<file path="config.mk">
export PLATFORM = sky130hd
export DESIGN_NAME = serial_dac_frontend
export DESIGN_NICKNAME = d
export VERILOG_FILES = /design/src/rtl/dacfe_pkg.sv /design/src/rtl/dacfe_sync.sv /design/src/rtl/dacfe_shifter.sv /design/src/rtl/dacfe_regs.sv /design/src/rtl/dacfe_term.sv /design/src/rtl/serial_dac_frontend.sv
export SDC_FILE = /design/constraint.sdc
export NUM_CORES = 1
export LEC_CHECK = 0
export ABC_AREA = 1
export BUFFER_PORTS_ARGS = -buffer_cell sky130_fd_sc_hd__buf_2
export CAP_MARGIN = 20
export CORE_MARGIN = 10
export CORE_UTILIZATION = 57
export DETAILED_ROUTE_END_ITERATION = 6
export MAX_ROUTING_LAYER = met4
export PLACE_DENSITY = 0.75
export SYNTH_ARGS = -nofsm -noshare
export SYNTH_HDL_FRONTEND = slang
export SYNTH_HIERARCHICAL = 1
export SYNTH_SLANG_ARGS = --single-unit
</file>
<file path="constraint.sdc">
create_clock -name clk -period 1.6 [get_ports clk]
set_input_delay 0.16 -clock clk [delete_from_list [all_inputs] [get_ports clk]]
set_output_delay 0.16 -clock clk [all_outputs]
set_load 0.02 [all_outputs]
</file>
<file path="src/rtl/dacfe_pkg.sv">
package dacfe_pkg;
  typedef enum logic [1:0] {
    MODE_RUN    = 2'b00,
    MODE_HIZ    = 2'b01,
    MODE_PD100K = 2'b10,
    MODE_PD1K   = 2'b11
  } pd_mode_e;
endpackage

</file>
<file path="src/rtl/dacfe_sync.sv">
module dacfe_sync #(
  parameter int STAGES = 2
) (
  input  logic clk,
  input  logic rst_n,
  input  logic sclk_i,
  input  logic sdi_i,
  input  logic sync_n_i,
  output logic sclk_fall,
  output logic sdi_s,
  output logic frame_act
);
  // index 0 sclk, 1 sdi, 2 frame select (idles high)
  localparam logic [2:0] RST_VAL = 3'b100;
  localparam int NSIG = 3;

  logic [NSIG-1:0]   raw;
  logic [STAGES-1:0] chain [NSIG];
  logic              sclk_prev;

  assign raw = {sync_n_i, sdi_i, sclk_i};

  for (genvar g = 0; g < NSIG; g++) begin : g_chain
    always_ff @(posedge clk or negedge rst_n) begin
      if (!rst_n) chain[g] <= {STAGES{RST_VAL[g]}};
      else        chain[g] <= {chain[g][STAGES-2:0], raw[g]};
    end
  end

  always_ff @(posedge clk or negedge rst_n) begin
    if (!rst_n) sclk_prev <= 1'b0;
    else        sclk_prev <= chain[0][STAGES-1];
  end

  assign sclk_fall = sclk_prev & ~chain[0][STAGES-1];
  assign sdi_s     = chain[1][STAGES-1];
  assign frame_act = ~chain[2][STAGES-1];
endmodule

</file>
<file path="src/rtl/dacfe_shifter.sv">
module dacfe_shifter #(
  parameter int FRAME_W = 24
) (
  input  logic               clk,
  input  logic               rst_n,
  input  logic               frame_act,
  input  logic               sclk_fall,
  input  logic               sdi_s,
  output logic [FRAME_W-1:0] frame_word,
  output logic               frame_done
);
  localparam int CNT_W = $clog2(FRAME_W + 1);
  localparam logic [CNT_W-1:0] LAST = CNT_W'(FRAME_W);

  logic [CNT_W-1:0]   bit_cnt;
  logic [FRAME_W-1:0] shreg;

  always_ff @(posedge clk or negedge rst_n) begin
    if (!rst_n) begin
      bit_cnt    <= '0;
      shreg      <= '0;
      frame_done <= 1'b0;
    end else begin
      frame_done <= 1'b0;
      if (!frame_act) begin
        bit_cnt <= '0;
        shreg   <= '0;
      end else if (sclk_fall && (bit_cnt < LAST)) begin
        shreg   <= {shreg[FRAME_W-2:0], sdi_s};
        bit_cnt <= bit_cnt + 1'b1;
        if (bit_cnt == LAST - 1'b1) frame_done <= 1'b1;
      end
    end
  end

  assign frame_word = shreg;


  cnt_sat_chk: assert property (@(posedge clk) disable iff (!rst_n)
    bit_cnt <= LAST);


  done_full_chk: assert property (@(posedge clk) disable iff (!rst_n)
    frame_done |-> (bit_cnt == LAST));


  idle_clear_chk: assert property (@(posedge clk) disable iff (!rst_n)
    !frame_act |=> (bit_cnt == '0) && !frame_done);
endmodule

</file>
<file path="src/rtl/dacfe_regs.sv">
module dacfe_regs
  import dacfe_pkg::*;
#(
  parameter int DATA_W  = 16,
  parameter int FRAME_W = 24
) (
  input  logic               clk,
  input  logic               rst_n,
  input  logic               frame_done,
  input  logic [FRAME_W-1:0] frame_word,
  output logic [DATA_W-1:0]  code_q,
  output pd_mode_e           mode_q,
  output logic               load_q
);
  localparam logic [DATA_W-1:0] MID_CODE = {1'b1, {(DATA_W-1){1'b0}}};

  logic sw_reset;
  assign sw_reset = &frame_word;

  always_ff @(posedge clk or negedge rst_n) begin
    if (!rst_n) begin
      code_q <= MID_CODE;
      mode_q <= MODE_RUN;
      load_q <= 1'b0;
    end else begin
      load_q <= frame_done;
      if (frame_done) begin
        if (sw_reset) begin
          code_q <= MID_CODE;
          mode_q <= MODE_RUN;
        end else begin
          code_q <= frame_word[DATA_W-1:0];
          mode_q <= pd_mode_e'(frame_word[DATA_W+1:DATA_W]);
        end
      end
    end
  end


  load_pulse_chk: assert property (@(posedge clk) disable iff (!rst_n)
    load_q |=> !load_q);


  code_hold_chk: assert property (@(posedge clk) disable iff (!rst_n)
    !load_q |-> $stable(code_q) && $stable(mode_q));
endmodule

</file>
<file path="src/rtl/dacfe_term.sv">
module dacfe_term
  import dacfe_pkg::*;
(
  input  logic     clk,
  input  logic     rst_n,
  input  pd_mode_e mode,
  output logic     hiz_en,
  output logic     pd100k_en,
  output logic     pd1k_en
);
  always_comb begin
    hiz_en    = 1'b0;
    pd100k_en = 1'b0;
    pd1k_en   = 1'b0;
    case (mode)
      MODE_HIZ:    hiz_en    = 1'b1;
      MODE_PD100K: pd100k_en = 1'b1;
      MODE_PD1K:   pd1k_en   = 1'b1;
      default:     ;
    endcase
  end


  term_onehot_chk: assert property (@(posedge clk) disable iff (!rst_n)
    $onehot0({hiz_en, pd100k_en, pd1k_en}));
endmodule

</file>
<file path="src/rtl/serial_dac_frontend.sv">
module serial_dac_frontend
  import dacfe_pkg::*;
#(
  parameter int DATA_W      = 16,
  parameter int PAD_W       = 6,
  parameter int SYNC_STAGES = 2
) (
  input  logic              clk,
  input  logic              rst_n,
  input  logic              sync_n_i,
  input  logic              sclk_i,
  input  logic              sdi_i,
  output logic [DATA_W-1:0] dac_code_o,
  output logic [1:0]        pd_mode_o,
  output logic              hiz_en_o,
  output logic              pd100k_en_o,
  output logic              pd1k_en_o,
  output logic              load_stb_o
);
  localparam int FRAME_W = PAD_W + 2 + DATA_W;

  logic               sclk_fall, sdi_s, frame_act, frame_done;
  logic [FRAME_W-1:0] frame_word;
  pd_mode_e           mode_q;

  dacfe_sync #(.STAGES(SYNC_STAGES)) u_sync (
    .clk(clk), .rst_n(rst_n), .sclk_i(sclk_i), .sdi_i(sdi_i),
    .sync_n_i(sync_n_i), .sclk_fall(sclk_fall), .sdi_s(sdi_s),
    .frame_act(frame_act));

  dacfe_shifter #(.FRAME_W(FRAME_W)) u_shift (
    .clk(clk), .rst_n(rst_n), .frame_act(frame_act),
    .sclk_fall(sclk_fall), .sdi_s(sdi_s),
    .frame_word(frame_word), .frame_done(frame_done));

  dacfe_regs #(.DATA_W(DATA_W), .FRAME_W(FRAME_W)) u_regs (
    .clk(clk), .rst_n(rst_n), .frame_done(frame_done),
    .frame_word(frame_word), .code_q(dac_code_o), .mode_q(mode_q),
    .load_q(load_stb_o));

  dacfe_term u_term (
    .clk(clk), .rst_n(rst_n), .mode(mode_q), .hiz_en(hiz_en_o),
    .pd100k_en(pd100k_en_o), .pd1k_en(pd1k_en_o));

  assign pd_mode_o = mode_q;


  run_no_term_chk: assert property (@(posedge clk) disable iff (!rst_n)
    (pd_mode_o == 2'b00) |-> !(hiz_en_o || pd100k_en_o || pd1k_en_o));


  idle_no_load_chk: assert property (@(posedge clk) disable iff (!rst_n)
    !frame_act |=> !frame_done);
endmodule

</file>
==> flow_metrics.tcl <==
set metrics [dict create \
    die_w_um 84.8 \
    synthCells 287 \
    dr.pass1.iters 4 \
    power_uw 2590 \
    status "finished clean" \
    crit_type "flip-flop to flip-flop" \
    place_congestion 0.769 \
    tritoncts "yes" \
    synth_area_um2 2390 \
    cp.required_ns 1.85 \
    dr.first_iter.drc_count 183 \
    cts_made_buffers 5 \
    fmax_mhz 727 \
    power.density_nw_per_um2 953 \
    grt_pass1_vias 1754 \
    netlist_top_cells_count "nand2_1 (138), dfrtp_1 (53), inv_1 (26), nand3_1 (26), nor2_1 (10)" \
    fin_nets 323 \
    cap_violations 0 \
    area_growth_pct 13.7 \
    cts_root_buf "clkbuf_8" \
    endpoint_kind "flip-flop" \
    clock_sinks 56 \
    diodes 0 \
    final_max_slew_viol_count 0 \
    drt_wl_total_mm 4.58 \
    synth_xor_area_frac 0 \
    yosys.area.top_type_share 0.554 \
    finalCriticalPeriod_ns 1.38 \
    skew_ns 0.0123 \
    start_util 0.594 \
    leakagePower_uw 0.00160 \
    period_share 0.860 \
    drtAntennaViolNets 0 \
    wl_per_cell_um 12.4 \
    yosysSeqAreaShare 0.587 \
    hp-class "primary input to async pin" \
    ys_async_sr_fraction 1.00 \
    vdd_drop_max_mv 0.757 \
    dp_hpwl_mm 3.14 \
    placed_cell_area_um2 2550 \
    worst_pin_slew_ns 0.466 \
    final_util 0.676 \
    clk_pin_slew_ns 0.10 \
    fin_area_um2 2720 \
    core-area_um2 4030 \
    setup_viol 0 \
    yosys.area_share.simple 0.305 \
    fin_tns_setup_ns 0 \
    synth.distinct_cells 20 \
    yosysWarnings 6 \
    crit_slowest_cell "dfrtp_1" \
    synth.most_common_cell "nand2_1" \
    hold_ws_ns 0.360 \
    yosys.area_share.adder 0.00523 \
    crit_chain "nor2_2 -> inv_1 -> a21oi_4 -> buf_4 -> nand3_1 -> nand2_1" \
    yosys_register_bits 56 \
    drc 0 \
    grt_max_degree 57 \
    syn_nets 293 \
    io_pins 27 \
    cts-resized-gates 0 \
    synth_compound_area_frac 0.0256 \
    r2r_cells 6 \
    vias 1811 \
    synth_area_leaders "dfrtp_1 (55%), nand2_1 (22%), nand3_1 (5.4%), inv_1 (4.1%), dfstp_2 (3.3%)" \
    cpPeakStageDelay_ns 0.40 \
    path_max_fanout 24 \
    synth_top_family_by_area "simple AND/OR/NAND/NOR gates" \
    hold_buffers 4 \
    synth_top_area_cell "dfrtp_1" \
    worstPathArrival_ns 1.62 \
    cp-start-kind "flip-flop" \
    muxShareOfSynthArea 0 \
    vias_per_cell 4.92 \
    fillerInstances 324 \
    grt_setup_unrepaired "no" \
    synth-edff-count 0 \
    numPortBuffers 26 \
    ys.flop_type "dfrtp_1" \
    max_slew_margin 0.687 \
    clock_latency_ns 0.31 \
    post_cts_buffers 0 \
    grt_pass1_wl_mm 8.14 \
    syn_avg_cell_area_um2 8.34 \
    ctsHtreeMaxLevel 2 \
    grt_use_total 0.138 \
    grt_overflow_total 0 \
    fp.dieH_um 84.8 \
    rows 23 \
    fp.dieArea_um2 7190 \
    hold_viol_final 0 \
    drive_gt1_frac 0.151 \
    antenna_found_initial 0 \
    cts_max_path_buffers 2 \
]
## kinds of logic (layout without fill, tap and decap cells)
family,Yosys count,after routing
AO/OA/AOI/OAI,10,10
adder cells (fa/ha/maj),1,1
buffers and inverters,39,70
flip-flops,56,56
AND/OR/NAND/NOR,181,181
## stage by stage
step           instances  worst slack (ns)
2_1_floorplan        287             0.423
3_3_place_gp         356             0.279
3_5_place_dp         356             0.230
4_1_cts              368             0.219
5_1_grt              368            0.0778
6_report             368             0.224
## routing by layer
layer	wire, µm	vias to the layer above	global-route usage
met4	44	0	0.0449
li1	-	930	-
met3	288	5	0.0415
met5	0	-	-
met2	2120	34	0.213
met1	2120	842	0.169
## power breakdown
part	switching (µW)	leakage, µW	total [µW]	internal (µW)
clock	432	0.0000654	1060	625
combinational	71.4	0.000779	99.3	27.8
sequential	6.88	0.000759	1440	1430
## critical path: cells and delay by family (launching register included)
kind            cells  cell delay [ns]
flops               1             0.40
simple gates        3             0.38
compound gates      1             0.16
buf+inv             2             0.39
## sequential cells by signal (all words and copies together) (netlist names)
signal              flops
u_sync/sdi_s            1
u_regs/code_q          16
u_shift/frame_word     24
u_regs/mode_q           2
u_sync/chain            5
u_regs/load_q           1
u_shift/frame_done      1
u_shift/bit_cnt         5
u_sync/sclk_prev        1
## cells in the final DEF (no fill, tap or decap), types with 2 or more instances in the layout
cell	count
o21ai_0	7
inv_1	26
nor2_1	10
nor2_2	2
dlygate4sd3_1	4
buf_2	26
bufinv_16	2
dfrtp_1	53
buf_4	3
nand2_2	4
a21oi_1	2
nand3_1	26
nand2_1	138
clkbuf_8	5
dfstp_2	3
## worst paths after layout
check	from	end	slack, ns
min reg2reg	u_sync/chain[2]	u_sync/sdi_s	0.36
max reg2reg	u_sync/chain[5]	u_shift/frame_word[1]	0.22
min in group clk	u_sync/chain[2]	u_sync/sdi_s	0.36
max in group asynchronous	rst_n	u_sync/chain[1]	0.93
min	rst_n	u_shift/bit_cnt[0]	0.36
max	u_sync/chain[5]	u_shift/frame_word[1]	0.22
## cell type report
type                            count  area (µm²)  area share
Clock buffer                        6        72.6      0.0267
Clock inverter                      2        60.1      0.0221
Inverter                           28         106      0.0391
Multi-Input combinational cell    192         803       0.295
Sequential cell                    56        1410       0.516
Tap cell                           50        62.6      0.0230
Timing Repair Buffer               34         213      0.0781
Power figures use the tool's default switching activity.
